===== src/rtl/mwtr_pkg.sv =====
package mwtr_pkg;
   typedef enum logic {RST_SYNC = 1'b0, RST_ASYNC = 1'b1} rst_kind_e;
endpackage


===== src/rtl/mwtr_array.sv =====
module mwtr_array #(
   parameter int NW      = 8,
   parameter int NAW     = 5,
   parameter int RL      = 1,
   parameter bit WIDE_WR = 1'b1,
   parameter int EG      = 4,
   localparam int WW  = WIDE_WR ? (NW << RL) : NW,
   localparam int RW  = WIDE_WR ? NW : (NW << RL),
   localparam int WAW = WIDE_WR ? NAW - RL : NAW,
   localparam int RAW = WIDE_WR ? NAW : NAW - RL,
   localparam int NBE = WW / EG
) (
   input  logic           clk,
   input  logic [WAW-1:0] wr_addr,
   input  logic [WW-1:0]  wr_data,
   input  logic [NBE-1:0] wr_be,
   input  logic [RAW-1:0] rd_addr,
   output logic [RW-1:0]  rd_word
);
   localparam int DEPTH = 1 << NAW;
   localparam int GPN   = NW / EG;
   localparam int WSUB  = WIDE_WR ? (1 << RL) : 1;
   localparam int RSUB  = WIDE_WR ? 1 : (1 << RL);
   localparam int WSH   = WIDE_WR ? RL : 0;
   localparam int RSH   = WIDE_WR ? 0 : RL;

   logic [NW-1:0]  mem [DEPTH];
   logic [NAW-1:0] wbase;
   logic [NAW-1:0] rbase;

   assign wbase = NAW'(wr_addr) << WSH;
   assign rbase = NAW'(rd_addr) << RSH;

   // group-wise storage update
   always_ff @(posedge clk) begin
      for (int s = 0; s < WSUB; s++) begin
         for (int g = 0; g < GPN; g++) begin
            if (wr_be[s*GPN+g])
               mem[wbase + NAW'(s)][g*EG +: EG] <= wr_data[s*NW+g*EG +: EG];
         end
      end
   end

   always_comb begin
      for (int s = 0; s < RSUB; s++)
         rd_word[s*NW +: NW] = mem[rbase + NAW'(s)];
   end
endmodule


===== src/rtl/mwtr_bypass.sv =====
module mwtr_bypass #(
   parameter int NW      = 8,
   parameter int NAW     = 5,
   parameter int RL      = 1,
   parameter bit WIDE_WR = 1'b1,
   parameter int EG      = 4,
   localparam int WW  = WIDE_WR ? (NW << RL) : NW,
   localparam int RW  = WIDE_WR ? NW : (NW << RL),
   localparam int WAW = WIDE_WR ? NAW - RL : NAW,
   localparam int RAW = WIDE_WR ? NAW : NAW - RL,
   localparam int NBE = WW / EG
) (
   input  logic [RAW-1:0] rd_addr,
   input  logic [WAW-1:0] wr_addr,
   input  logic [WW-1:0]  wr_data,
   input  logic [NBE-1:0] wr_be,
   input  logic [RW-1:0]  arr_word,
   output logic [RW-1:0]  byp_word
);
   localparam int SUBS = 1 << RL;
   localparam int GPN  = NW / EG;

   logic [SUBS-1:0] hit;

   // per-sub-word address compare with the sub-word index forced in
   for (genvar s = 0; s < SUBS; s++) begin : g_sub
      if (WIDE_WR) begin : g_wide_wr
         assign hit[s] = NAW'(rd_addr) == ((NAW'(wr_addr) << RL) | NAW'(s));
      end else begin : g_wide_rd
         assign hit[s] = ((NAW'(rd_addr) << RL) | NAW'(s)) == NAW'(wr_addr);
      end
   end

   // one mux per enable group, chained over sub-words
   always_comb begin
      byp_word = arr_word;
      for (int s = 0; s < SUBS; s++) begin
         for (int g = 0; g < GPN; g++) begin
            if (hit[s] && wr_be[(WIDE_WR ? s : 0)*GPN+g])
               byp_word[(WIDE_WR ? 0 : s)*NW+g*EG +: EG] =
                  wr_data[(WIDE_WR ? s : 0)*NW+g*EG +: EG];
         end
      end
   end
endmodule


===== src/rtl/mwtr_rdreg.sv =====
module mwtr_rdreg
   import mwtr_pkg::*;
#(
   parameter int          RW       = 8,
   parameter rst_kind_e   RST_KIND = RST_SYNC,
   parameter logic [63:0] RST_VAL  = 64'h5A,
   parameter logic [63:0] INIT_VAL = 64'hC3
) (
   input  logic          clk,
   input  logic          rst,
   input  logic          ce,
   input  logic [RW-1:0] d,
   output logic [RW-1:0] q
);
   logic [RW-1:0] q_r = RW'(INIT_VAL);

   if (RST_KIND == RST_ASYNC) begin : g_arst
      always_ff @(posedge clk or posedge rst) begin
         if (rst)     q_r <= RW'(RST_VAL);
         else if (ce) q_r <= d;
      end
   end else begin : g_srst
      always_ff @(posedge clk) begin
         if (rst)     q_r <= RW'(RST_VAL);
         else if (ce) q_r <= d;
      end
   end

   assign q = q_r;


   rst_load_chk: assert property (@(posedge clk) rst |=> (q_r == RW'(RST_VAL)));


   ce_hold_chk: assert property (@(posedge clk) disable iff (rst) !ce |=> $stable(q_r));
endmodule


===== src/rtl/mwtr_ram.sv =====
module mwtr_ram
   import mwtr_pkg::*;
#(
   parameter int          NW       = 8,
   parameter int          NAW      = 5,
   parameter int          RL       = 1,
   parameter bit          WIDE_WR  = 1'b1,
   parameter int          EG       = 4,
   parameter rst_kind_e   RST_KIND = RST_SYNC,
   parameter logic [63:0] RST_VAL  = 64'h5A,
   parameter logic [63:0] INIT_VAL = 64'hC3,
   localparam int WW  = WIDE_WR ? (NW << RL) : NW,
   localparam int RW  = WIDE_WR ? NW : (NW << RL),
   localparam int WAW = WIDE_WR ? NAW - RL : NAW,
   localparam int RAW = WIDE_WR ? NAW : NAW - RL,
   localparam int NBE = WW / EG
) (
   input  logic           clk,
   input  logic           rd_rst,
   input  logic [WAW-1:0] wr_addr,
   input  logic [WW-1:0]  wr_data,
   input  logic [NBE-1:0] wr_be,
   input  logic [RAW-1:0] rd_addr,
   input  logic           rd_ce,
   output logic [RW-1:0]  rd_data
);
   localparam int SUBS = 1 << RL;

   if (EG < 1 || NW % EG != 0) begin : g_bad_group
      $error("enable group width must divide the narrow width");
   end
   if (RL < 0 || RL >= NAW) begin : g_bad_ratio
      $error("width ratio must be below the address width");
   end
   if (RW > 64) begin : g_bad_width
      $error("read width above 64 bits is not supported");
   end

   logic [RW-1:0] arr_word;
   logic [RW-1:0] byp_word;

   mwtr_array #(.NW(NW), .NAW(NAW), .RL(RL), .WIDE_WR(WIDE_WR), .EG(EG)) array_i (
      .clk     (clk),
      .wr_addr (wr_addr),
      .wr_data (wr_data),
      .wr_be   (wr_be),
      .rd_addr (rd_addr),
      .rd_word (arr_word)
   );

   mwtr_bypass #(.NW(NW), .NAW(NAW), .RL(RL), .WIDE_WR(WIDE_WR), .EG(EG)) bypass_i (
      .rd_addr  (rd_addr),
      .wr_addr  (wr_addr),
      .wr_data  (wr_data),
      .wr_be    (wr_be),
      .arr_word (arr_word),
      .byp_word (byp_word)
   );

   mwtr_rdreg #(.RW(RW), .RST_KIND(RST_KIND), .RST_VAL(RST_VAL), .INIT_VAL(INIT_VAL)) rdreg_i (
      .clk (clk),
      .rst (rd_rst),
      .ce  (rd_ce),
      .d   (byp_word),
      .q   (rd_data)
   );

   // ---- checker state: a full-width write that lands on the read address
   logic          full_hit;
   logic [NW-1:0] slice_w;
   int unsigned   slice_sh;
   logic          chk_v   = 1'b0;
   logic [NW-1:0] chk_val = '0;
   int unsigned   chk_sh  = 0;

   always_comb begin
      if (WIDE_WR) begin
         full_hit = (NAW'(rd_addr) >> RL) == NAW'(wr_addr);
         slice_w  = NW'(wr_data >> ((int'(rd_addr) % SUBS) * NW));
         slice_sh = 0;
      end else begin
         full_hit = (NAW'(wr_addr) >> RL) == NAW'(rd_addr);
         slice_w  = NW'(wr_data);
         slice_sh = (int'(wr_addr) % SUBS) * NW;
      end
   end

   always_ff @(posedge clk) begin
      chk_v   <= rd_ce && !rd_rst && (&wr_be) && full_hit;
      chk_val <= slice_w;
      chk_sh  <= slice_sh;
   end


   bypass_chk: assert property (@(posedge clk) disable iff (rd_rst)
      chk_v |-> (NW'(rd_data >> chk_sh) == chk_val));


   arr_read_chk: assert property (@(posedge clk) disable iff (rd_rst)
      (rd_ce && wr_be == '0) |=> (rd_data == $past(arr_word)));
endmodule


===== config.mk =====
export PLATFORM = sky130hd
export DESIGN_NAME = mwtr_ram
export DESIGN_NICKNAME = d
export VERILOG_FILES = /design/src/rtl/mwtr_pkg.sv /design/src/rtl/mwtr_array.sv /design/src/rtl/mwtr_bypass.sv /design/src/rtl/mwtr_rdreg.sv /design/src/rtl/mwtr_ram.sv
export SDC_FILE = /design/constraint.sdc
export NUM_CORES = 1
export LEC_CHECK = 0
export ABC_CLOCK_PERIOD_IN_PS = 5500
export CAP_MARGIN = 20
export CORE_MARGIN = 2
export CORE_UTILIZATION = 35
export DETAILED_ROUTE_END_ITERATION = 8
export GPL_TIMING_DRIVEN = 0
export HOLD_SLACK_MARGIN = 0.1
export PLACE_DENSITY = 0.52
export SYNTH_ARGS = -nofsm -noshare
export SYNTH_HDL_FRONTEND = slang
export SYNTH_SLANG_ARGS = --single-unit

===== constraint.sdc =====
create_clock -name clk -period 5.5 [get_ports clk]
set_clock_uncertainty 0.2 [all_clocks]
set_input_delay 0.55 -clock clk [delete_from_list [all_inputs] [get_ports clk]]
set_output_delay 0.55 -clock clk [all_outputs]
set_load 0.01 [all_outputs]

==> results of run 1 <==
-- state kept, by name, summed over array words and instances, names as in the netlist --
signal,count
rdreg_i.q,8
array_i.mem,256
-- worst paths after layout --
check	depth (start not counted)	from	slack [ns]	endpoint
max	8	rd_addr[1]	2.27	rdreg_i.q[5]
min	2	rd_rst	0.33	rdreg_i.q[5]
max reg2reg	5	array_i.mem[0][4]	3.49	rdreg_i.q[4]
min reg2reg	2	rdreg_i.q[1]	0.33	rdreg_i.q[1]
-- kinds of logic after synthesis --
group	after synthesis	share of synthesized area, %
compound gates	93	5.88
xor+xnor	4	0.316
buf+inv	42	2.16
flops	264	70.8
mux	73	12.5
simple gates	167	8.35
-- layout by cell type (no fill, tap or decap), types with 3 or more instances in the layout --
| cell | synthesis | layout |
|---|---|---|
| a22oi_1 | 20 | 20 |
| o21ai_0 | 12 | 12 |
| nand2b_1 | 11 | 11 |
| xnor2_1 | 4 | 4 |
| nor4_1 | 5 | 5 |
| nor3_1 | 14 | 14 |
| clkinv_2 | 0 | 5 |
| a31oi_1 | 4 | 4 |
| o41ai_2 | 6 | 6 |
| nor2_1 | 29 | 29 |
| nand2_1 | 11 | 11 |
| clkdlybuf4s50_1 | 0 | 32 |
| clkbuf_1 | 19 | 28 |
| mux4_2 | 51 | 51 |
| or3_1 | 4 | 4 |
| mux2i_1 | 10 | 10 |
| buf_4 | 7 | 7 |
| a21oi_1 | 20 | 20 |
| edfxtp_1 | 256 | 256 |
| o22ai_1 | 13 | 13 |
| mux2_2 | 12 | 12 |
| dfxtp_1 | 8 | 8 |
| buf_1 | 3 | 3 |
| buf_2 | 7 | 7 |
| and2_1 | 67 | 67 |
| a211oi_1 | 16 | 16 |
| nor2b_1 | 20 | 20 |
| clkinv_1 | 0 | 7 |
| clkbuf_16 | 0 | 29 |
| buf_6 | 4 | 4 |
-- layer usage --
layer / track usage (%) / vias up / wire length (um)
met5: 0 / - / 0
met4: 5.71 / 0 / 864
met3: 2.69 / 70 / 1920
met2: 30.7 / 260 / 14800
met1: 25.7 / 3232 / 13100
li1: - / 2685 / -
-- power groups by stage --
stage / Combinational [W] / Sequential, W / Clock, W
final: 0.000327 / 0.00227 / 0.00172
after global routing: 0.000348 / 0.00227 / 0.00183
after CTS: 0.000327 / 0.00227 / 0.00174
after global placement: 0.000320 / 0.00231 / 0
after detailed placement: 0.000326 / 0.00231 / 0
after floorplan: 0.000171 / 0.00230 / 0
-- Yosys cell counts, types with 12 or more instances --
cell and count:
a211oi_1 16, a21oi_1 20, a22oi_1 20, and2_1 67
clkbuf_1 19, edfxtp_1 256, mux2_2 12, mux4_2 51
nor2_1 29, nor2b_1 20, nor3_1 14, o21ai_0 12
o22ai_1 13
-- layout make-up --
type                    instances  area share, %
clock buffers                  38           5.96
flip-flops and latches        264           61.6
inverters                       1         0.0295
well taps                     402           3.95
repair buffers                 32           2.52
plain buffers                  41           1.85
clock inverters                13          0.531
multi-input cells             337           23.5
-- per-stage QoR --
stage	worst slack (ns)	instance area, sq um
after CTS	2.30	12700
after detailed placement	1.73	11900
final	2.27	12700
after global placement	1.74	11900
after floorplan	3.27	11100
after global routing	2.19	12700
==> summary.md, run 1 <==
| Metric | Value |
|---|---|
| Largest net degree at the start of global routing | 19 |
| Max-Cap Viols | 0 |
| Comb power frac | 7.6% |
| Psw | 0.000974 W |
| Area delta synth->final | 14.9% |
| Vias in the first global route | 6626 |
| YS warnings | 0 |
| Setup Viol. Count Final | 0 |
| Pins Over Slew Limit | 0 |
| Share of layout cells above drive strength 1 | 17.4% |
| Core ar. | 31400 sq um |
| Setup TNS | 0 ns |
| Startpoint Class | primary input |
| Post-synth EDFFs | 256 |
| WHS | about 0.33 ns |
| Via/cell ratio | 5.54 |
| H-tree Lvls | 1 |
| CTS Buf Count | 28 |
| Total area of sequential cells | 7850 sq um |
| CP max stage cell | clkbuf_1 |
| Starting density of the core | 35.3% |
| Pwr dens | ~340 nW/um^2 |
| Routed wire length | approximately 30 mm |
| Slew HR | roughly a fifth |
| Synth area leaders | edfxtp_1 (69%), mux4_2 (10%), and2_1 (3.8%) |
| Root buf cell | clkbuf_16 |
| Fin cells | 1128 |
| Worst-path clk slew | 0.06 ns |
| 1st-pass router iterations | 7 |
| Synthesized cell area | approximately 11000 sq um |
| Final Cycle Share | 58.7% |
| Iter 0 DRT Violations | 673 |
| Die H | around 180 um |
| Multi-input logic area | 3000 sq um |
| Final Power | approximately 0.0043 W |
| # fillers | 2847 |
| Switch share | between 20% and 30% |
| Minimum clock period | 3.23 ns |
| GRT Overall Usage | between 10% and 20% |
| Endpoint class of the critical path | register |
| N_diodes | 0 |
| Status | finished clean |
| Die width | 182 um |
| Via count | around 6200 |
| PortBufs | 32 |
| Initial antenna violation count | 0 |
| Critical path buffers and inverters | 3 |
| Post-synth top area cell | edfxtp_1 |
| Most used cell, CP | mux2i_1 |
| Syn_area_per_cell | approximately 17 sq um |
| Clk pwr share | around two fifths |
| P_int | 0.00334 W |
| Hold Crit Class | primary input to register |
| Cells after synthesis | 643 |
| Grt total ovfl | 0 |
| Clock Latency Late Sink | 0.54 ns |
| Crit Path Category | primary input to register |
| Crit path DAT | 3.43 ns |
| Synth async-reset ratio | 0% |
| Placed wire-length estimate | about 21 mm |
| Postcts setup bufs | 0 |
| Final Util | roughly two fifths |
| Max Fanout on Critical Path | 10 |
| Largest stage delay, worst path | ~0.9 ns |
| Die area | 33100 sq um |
| Placer congestion estimate | 0.907 |
| Leak | 3.99 nW |
| RSZ-0062 raised after global routing | no |
| Share of the synthesized area in the top cell type | between 60% and 70% |
| Wire per inst | 27.2 um |
| Number of gates resized after CTS | 0 |
| First-pass GRT wire length | ~44 mm |
| Placement row count | 65 |
| Hold Buf Count CTS | 0 |
| Worst-path cell chain | clkdlybuf4s50_1, buf_4, clkbuf_1, mux4_2, mux2i_1, mux2i_1, a21oi_1, o22ai_1 |
| DRT antenna net count | 0 |
| Worst-Margin Slew | 1.19 ns |
| Main synth FF type | edfxtp_1 |
| Sequential power share | between 50% and 60% |
| WP data required | 5.70 ns |
| Num ports | 40 |
| Clk sink count | 264 |
| Fmax | 310 MHz |
| Syn Nets | 675 |
| Count of final hold-check violations | 0 |
| Synth Register Bits | about 260 |
| Fin nets | 737 |
| Post-synthesis cell type count | 33 |
| Sequential area share after synthesis | approximately 70% |
| Delay-heaviest family, CP | buffers and inverters |
| Residual DRC count | 0 |
| Max Root-Sink Buffers | 3 |
| CTS tree | built |
| Placed insts | 1077 |
| Maximum vdd drop | 255 uV |
(Power assumes the default switching activity.)
==> run 2: changes to the inputs <==
--- a/config.mk
+++ b/config.mk
@@ -5,7 +5,7 @@
 export SDC_FILE = /design/constraint.sdc
 export NUM_CORES = 1
 export LEC_CHECK = 0
-export ABC_CLOCK_PERIOD_IN_PS = 5500
+export ABC_CLOCK_PERIOD_IN_PS = 3400
 export CAP_MARGIN = 20
 export CORE_MARGIN = 2
 export CORE_UTILIZATION = 35
==> constraint.sdc (replaced) <==
create_clock -name clk -period 3.4 [get_ports clk]
set_clock_uncertainty 0.2 [all_clocks]
set_input_delay 0.34 -clock clk [delete_from_list [all_inputs] [get_ports clk]]
set_output_delay 0.34 -clock clk [all_outputs]
set_load 0.01 [all_outputs]
==> run 2 against run 1 <==
  * Hold slack worse by 0.091 ns
  * Global-route usage did not move
  * Highest routed layer unchanged
  * Largest power group unchanged
  * Cell area barely moved
  * Critical path type unchanged
==> summary.md, run 2 (synthesized netlist as in run 1, its figures left out) <==
| Metric | Value |
|---|---|
| Area delta synth->final | 15.0% |
| Placed wire-length estimate | 20.6 mm |
| Placer congestion estimate | 0.907 |
| Biggest register | array_i.mem |
| Die H | 182 um |
| Count of final hold-check violations | 0 |
| Crit path DAT | 3.22 ns |
| Clk sink count | 264 |
| Max-Cap Viols | 0 |
| 1st-pass router iterations | 5 |
| Most frequent cells in the layout | edfxtp_1 (256), and2_1 (67), mux4_2 (51), clkdlybuf4s50_1 (32) |
| Switch share | between 20% and 30% |
| Multi-input logic area | 3000 sq um |
| Setup Viol. Count Final | 0 |
| Via/cell ratio | 5.50 |
| Leak | 3.99 nW |
| Psw | 0.00157 W |
| Worst-Margin Slew | 1.19 ns |
| Endpoint class of the critical path | register |
| Placement row count | 65 |
| Wire per inst | 27.1 um |
| P_int | 0.00540 W |
| Fin cells | 1130 |
| Max Root-Sink Buffers | 3 |
| Commonest non-fill, non-tap cell in the layout | edfxtp_1 |
| RSZ-0062 raised after global routing | no |
| Clock Latency Late Sink | 0.54 ns |
| Total area of sequential cells | 7850 sq um |
| Placed insts | 1077 |
| Final Cycle Share | approximately 89% |
| Sequential power share | 52.6% |
| Iter 0 DRT Violations | 652 |
| Residual DRC count | 0 |
| Hold Crit Class | primary input to register |
| Startpoint Class | primary input |
| Routed wire length | 30.6 mm |
| DRT antenna net count | 0 |
| Clk pwr share | 39.8% |
| Fmax | between 300 and 400 MHz |
| Crit Path Category | primary input to register |
| Vias in the first global route | 6628 |
| Pwr dens | approximately 550 nW/um^2 |
| GRT Overall Usage | 18.6% |
| Via count | a little over 6000 |
| Worst-path clk slew | ~0.07 ns |
| PortBufs | 32 |
| Num ports | 40 |
| Pins Over Slew Limit | 0 |
| Max Fanout on Critical Path | 10 |
| Comb power frac | 7.6% |
| Die width | 182 um |
| Starting density of the core | 35.3% |
| Number of gates resized after CTS | 0 |
| Status | finished clean |
| # fillers | around 2800 |
| Setup TNS | 0 ns |
| Largest net degree at the start of global routing | 19 |
| Root buf cell | clkbuf_16 |
| H-tree Lvls | 1 |
| Largest register FFs | 256 |
| Core ar. | 31400 sq um |
| Slew HR | 20.9% |
| CTS Buf Count | 28 |
| Grt total ovfl | 0 |
| First-pass GRT wire length | 44.4 mm |
| Maximum vdd drop | 413 uV |
| Share of layout cells above drive strength 1 | ~17% |
| Minimum clock period | approximately 3 ns |
| WP data required | 3.59 ns |
| Initial antenna violation count | 0 |
| Fin nets | 738 |
| CTS tree | built |
| Die area | between 30000 and 40000 sq um |
-- run 2: layout make-up --
type	instances	area share (%)
well taps	402	3.95
diodes	1	0.0196
repair buffers	33	2.59
clock inverters	13	0.530
inverters	1	0.0294
flip-flops and latches	264	61.6
clock buffers	38	5.96
plain buffers	41	1.85
multi-input cells	337	23.5
-- run 2: final timing paths --
path,slack (ns),start,cells after the start,endpoint
max,0.37,rd_addr[1],8,rdreg_i.q[5]
min,0.24,rd_addr[4],3,rdreg_i.q[3]
max reg2reg,1.40,array_i.mem[0][4],5,rdreg_i.q[4]
min reg2reg,0.34,rdreg_i.q[1],2,rdreg_i.q[1]
-- run 2: power groups by stage --
stage / logic (W) / registers, W / clock network, W
after floorplan: 0.000277 / 0.00373 / 0
after global placement: 0.000518 / 0.00373 / 0
after detailed placement: 0.000527 / 0.00373 / 0
after CTS: 0.000529 / 0.00367 / 0.00282
after global routing: 0.000563 / 0.00367 / 0.00296
final: 0.000529 / 0.00366 / 0.00277
-- run 2: timing repair --
action | CTS | global route
hold buffers | 1 | 0
hold endpoints to repair | 2 | 0
buffers inserted | 0 | 0
-- run 2: stage by stage --
step	area [sq um]	utilization (%)	hold slack, ns	setup WS (ns)	power (W)
after global routing	12700	40.6	0.244	0.303	0.00719
after detailed placement	11900	37.9	0.320	-0.157	0.00426
final	12700	40.6	0.239	0.371	0.00697
after global placement	11900	37.9	0.336	-0.147	0.00425
after floorplan	11100	-	0.239	1.38	0.00400
after CTS	12700	40.6	0.207	0.410	0.00701
-- run 2: critical path, stage by stage --
cell and delay [ns]:
clkdlybuf4s50_1 0.59, buf_4 0.25, clkbuf_1 0.90, mux4_2 0.42
mux2i_1 0.30, mux2i_1 0.13, a21oi_1 0.18, o22ai_1 0.09
-- run 2: routing by layer --
| metal | global-route usage [%] | vias to the layer above | share of wire [%] |
|---|---|---|---|
| li1 | - | 2688 | - |
| met3 | 2.69 | 63 | 5.7 |
| met4 | 5.71 | 0 | 2.8 |
| met2 | 30.7 | 252 | 48 |
| met5 | 0 | - | 0 |
| met1 | 25.7 | 3215 | 43 |
==> run 3: changes to the inputs <==
--- a/config.mk
+++ b/config.mk
@@ -5,13 +5,13 @@
 export SDC_FILE = /design/constraint.sdc
 export NUM_CORES = 1
 export LEC_CHECK = 0
-export ABC_CLOCK_PERIOD_IN_PS = 3400
 export CAP_MARGIN = 20
 export CORE_MARGIN = 2
 export CORE_UTILIZATION = 35
 export DETAILED_ROUTE_END_ITERATION = 8
 export GPL_TIMING_DRIVEN = 0
 export HOLD_SLACK_MARGIN = 0.1
+export MAX_ROUTING_LAYER = met4
 export PLACE_DENSITY = 0.52
 export SYNTH_ARGS = -nofsm -noshare
 export SYNTH_HDL_FRONTEND = slang
==> run 3 against run 2 <==
  * Power grew 1.8%
  * Cell count is essentially flat
  * Flip-flop and latch count is the same
  * Hold slack is essentially flat
  * Sequential share of layout area shrank 0.31 points
  * Largest cell class unchanged
  * Die area is the same
  * Fmax grew 8.6%
  * Combinational power is essentially flat
  * Setup slack gained 0.24 ns
  * Global-route usage grew 0.65 points
  * Register-to-register slack lost 0.02 ns
  * Largest power group unchanged
  * Non-clock buffer count grew 1
==> summary.md, run 3 (synthesized netlist as in run 1, its figures left out) <==
| Metric | Value |
|---|---|
| Share of layout cells above drive strength 1 | 18.5% |
| RSZ-0062 raised after global routing | no |
| Clk pwr share | 40.8% |
| Final Util | 40.8% |
| Die H | 182 um |
| Hold Crit Class | primary input to register |
| Worst-Margin Slew | 1.05 ns |
| Root buf cell | clkbuf_16 |
| Max Root-Sink Buffers | 3 |
| Via count | 6202 |
| First-pass GRT wire length | 44.3 mm |
| Maximum vdd drop | 389 uV |
| Postcts setup bufs | 0 |
| Crit path DAT | 2.98 ns |
| P_int | 0.00550 W |
| Residual DRC count | 0 |
| Fin nets | ~740 |
| Switch share | 22.4% |
| Setup Viol. Count Final | 0 |
| Psw | 0.00158 W |
| Grt total ovfl | 0 |
| Starting density of the core | 35.3% |
| Num ports | 40 |
| Iter 0 DRT Violations | 712 |
| Max Fanout on Critical Path | 10 |
| Area delta synth->final | 15.6% |
| RR Startpoint | array_i.mem[0][6] |
| Hold path depth | 3 |
| Pins Over Slew Limit | 0 |
| Sequential power share | 51.7% |
| N_diodes | 0 |
| Max Used Layer | met4 |
| Placement row count | between 60 and 70 |
| Biggest register | array_i.mem |
| # fillers | 2842 |
| Startpoint Class | primary input |
| Met1 wire length | 13.3 mm |
| Minimum clock period | between 2 and 3 ns |
| Reg-to-reg slack, setup | roughly 1.4 ns |
| Vias in the first global route | 6533 |
| Pre-CTS WS | 0.0638 ns |
| Max-Cap Viols | 0 |
| Count of final hold-check violations | 0 |
| Min-delay src | rd_addr[4] |
| Crit Path Category | primary input to register |
| Clk sink count | 264 |
| Placed insts | 1078 |
| Wire per inst | 27.1 um |
| Die width | 182 um |
| Clock Latency Late Sink | between 0.5 and 0.6 ns |
| Largest register FFs | 256 |
| Core ar. | 31400 sq um |
| Slew HR | 29.7% |
| Post-route setup slack | 0.611 ns |
| CTS tree | built |
| Fmax | 358 MHz |
| Worst reg2reg endpoint | rdreg_i.q[6] |
| DRT antenna net count | 0 |
| Number of gates resized after CTS | 0 |
| GRT Overall Usage | 19.3% |
| Initial antenna violation count | 0 |
| Die area | 33100 sq um |
| Routed wire length | 30.7 mm |
| Leak | 4.02 nW |
| Worst r2r path cells | 5 |
| Hold Path Sink | rdreg_i.q[3] |
| WL met2 | 14.7 mm |
| 1st-pass router iterations | 7 |
| Commonest non-fill, non-tap cell in the layout | edfxtp_1 |
| Status | finished clean |
| CP startpoint | rd_addr[1] |
| CTS Buf Count | 28 |
| Placer congestion estimate | 0.900 |
| Largest net degree at the start of global routing | 19 |
| Comb power frac | 7.5% |
| Worst-path clk slew | 0.06 ns |
| Fin cells | about 1100 |
| Most frequent cells in the layout | edfxtp_1 (256), and2_1 (67), mux4_2 (51), clkdlybuf4s50_1 (32) |
| H-tree Lvls | 1 |
| Placed wire-length estimate | 20.9 mm |
| Endpoint class of the critical path | register |
| WP data required | 3.59 ns |
| Met3 WL | 1.78 mm |
| Via/cell ratio | 5.48 |
| PortBufs | 32 |
| Final Cycle Share | 82.0% |
| Pwr dens | 553 nW/um^2 |
[run 3: cell count changes in the layout (fill, tap and decap cells not counted), moves of 2 or more]
cell        delta
clkbuf_1       -2
clkinv_1       -5
clkinv_2       +3
clkinvlp_4     +2
[run 3: worst max-delay path, stage by stage]
cell	delay, ns
clkdlybuf4s50_1	0.59
buf_4	0.26
clkbuf_1	0.56
buf_8	0.23
mux4_2	0.29
mux2i_1	0.30
mux2i_1	0.13
a21oi_1	0.17
o22ai_1	0.09
[run 3: per-layer routing]
layer	up-vias	GRT usage, %
li1	2695	-
met1	3187	25.9
met2	259	31.1
met3	61	2.43
met4	0	5.61
met5	-	-
[run 3: stage by stage]
| step | area (sq um) | total power (W) | hold WS [ns] | setup TNS [ns] |
|---|---|---|---|---|
| after floorplan | 11100 | 0.00400 | 0.239 | 0 |
| after global placement | 11900 | 0.00425 | 0.323 | -0.533 |
| after detailed placement | 11900 | 0.00426 | 0.305 | 0 |
| after CTS | 12800 | 0.00715 | 0.176 | 0 |
| after global routing | 12800 | 0.00730 | 0.258 | 0 |
| final | 12800 | 0.00709 | 0.239 | 0 |
[run 3: layout make-up]
type / instances / area, sq um / area share (%)
clock buffers: 37 / 766 / 5.98
multi-input cells: 337 / 3000 / 23.4
well taps: 402 / 503 / 3.93
plain buffers: 41 / 235 / 1.84
repair buffers: 34 / 345 / 2.70
inverters: 1 / 3.75 / 0.0293
clock inverters: 15 / 113 / 0.879
flip-flops and latches: 264 / 7850 / 61.3
[run 3: power by group through the flow]
stage | Clock, W | Combinational [W] | Sequential (W)
global placement | 0 | 0.000518 | 0.00373
CTS | 0.00295 | 0.000532 | 0.00367
global route | 0.00306 | 0.000564 | 0.00367
detailed placement | 0 | 0.000529 | 0.00373
finish | 0.00289 | 0.000531 | 0.00366
floorplan | 0 | 0.000277 | 0.00373
[run 3: what timing repair did]
action | in CTS | in global routing
endpoints found under the setup margin | 0 | 0
hold buffers | 1 | 0
endpoints found under the hold margin | 3 | 0
[run 3: worst max-delay path by stage]
stage / to / slack [ns] / cells past startpoint
finish: rdreg_i.q[5] / 0.61 / 9
global route: rdreg_i.q[5] / 0.56 / 9
CTS: rdreg_i.q[5] / 0.62 / 9
detailed placement: rdreg_i.q[5] / 0.06 / 9
global placement: rdreg_i.q[0] / -0.20 / 8
floorplan: rdreg_i.q[7] / 1.38 / 5
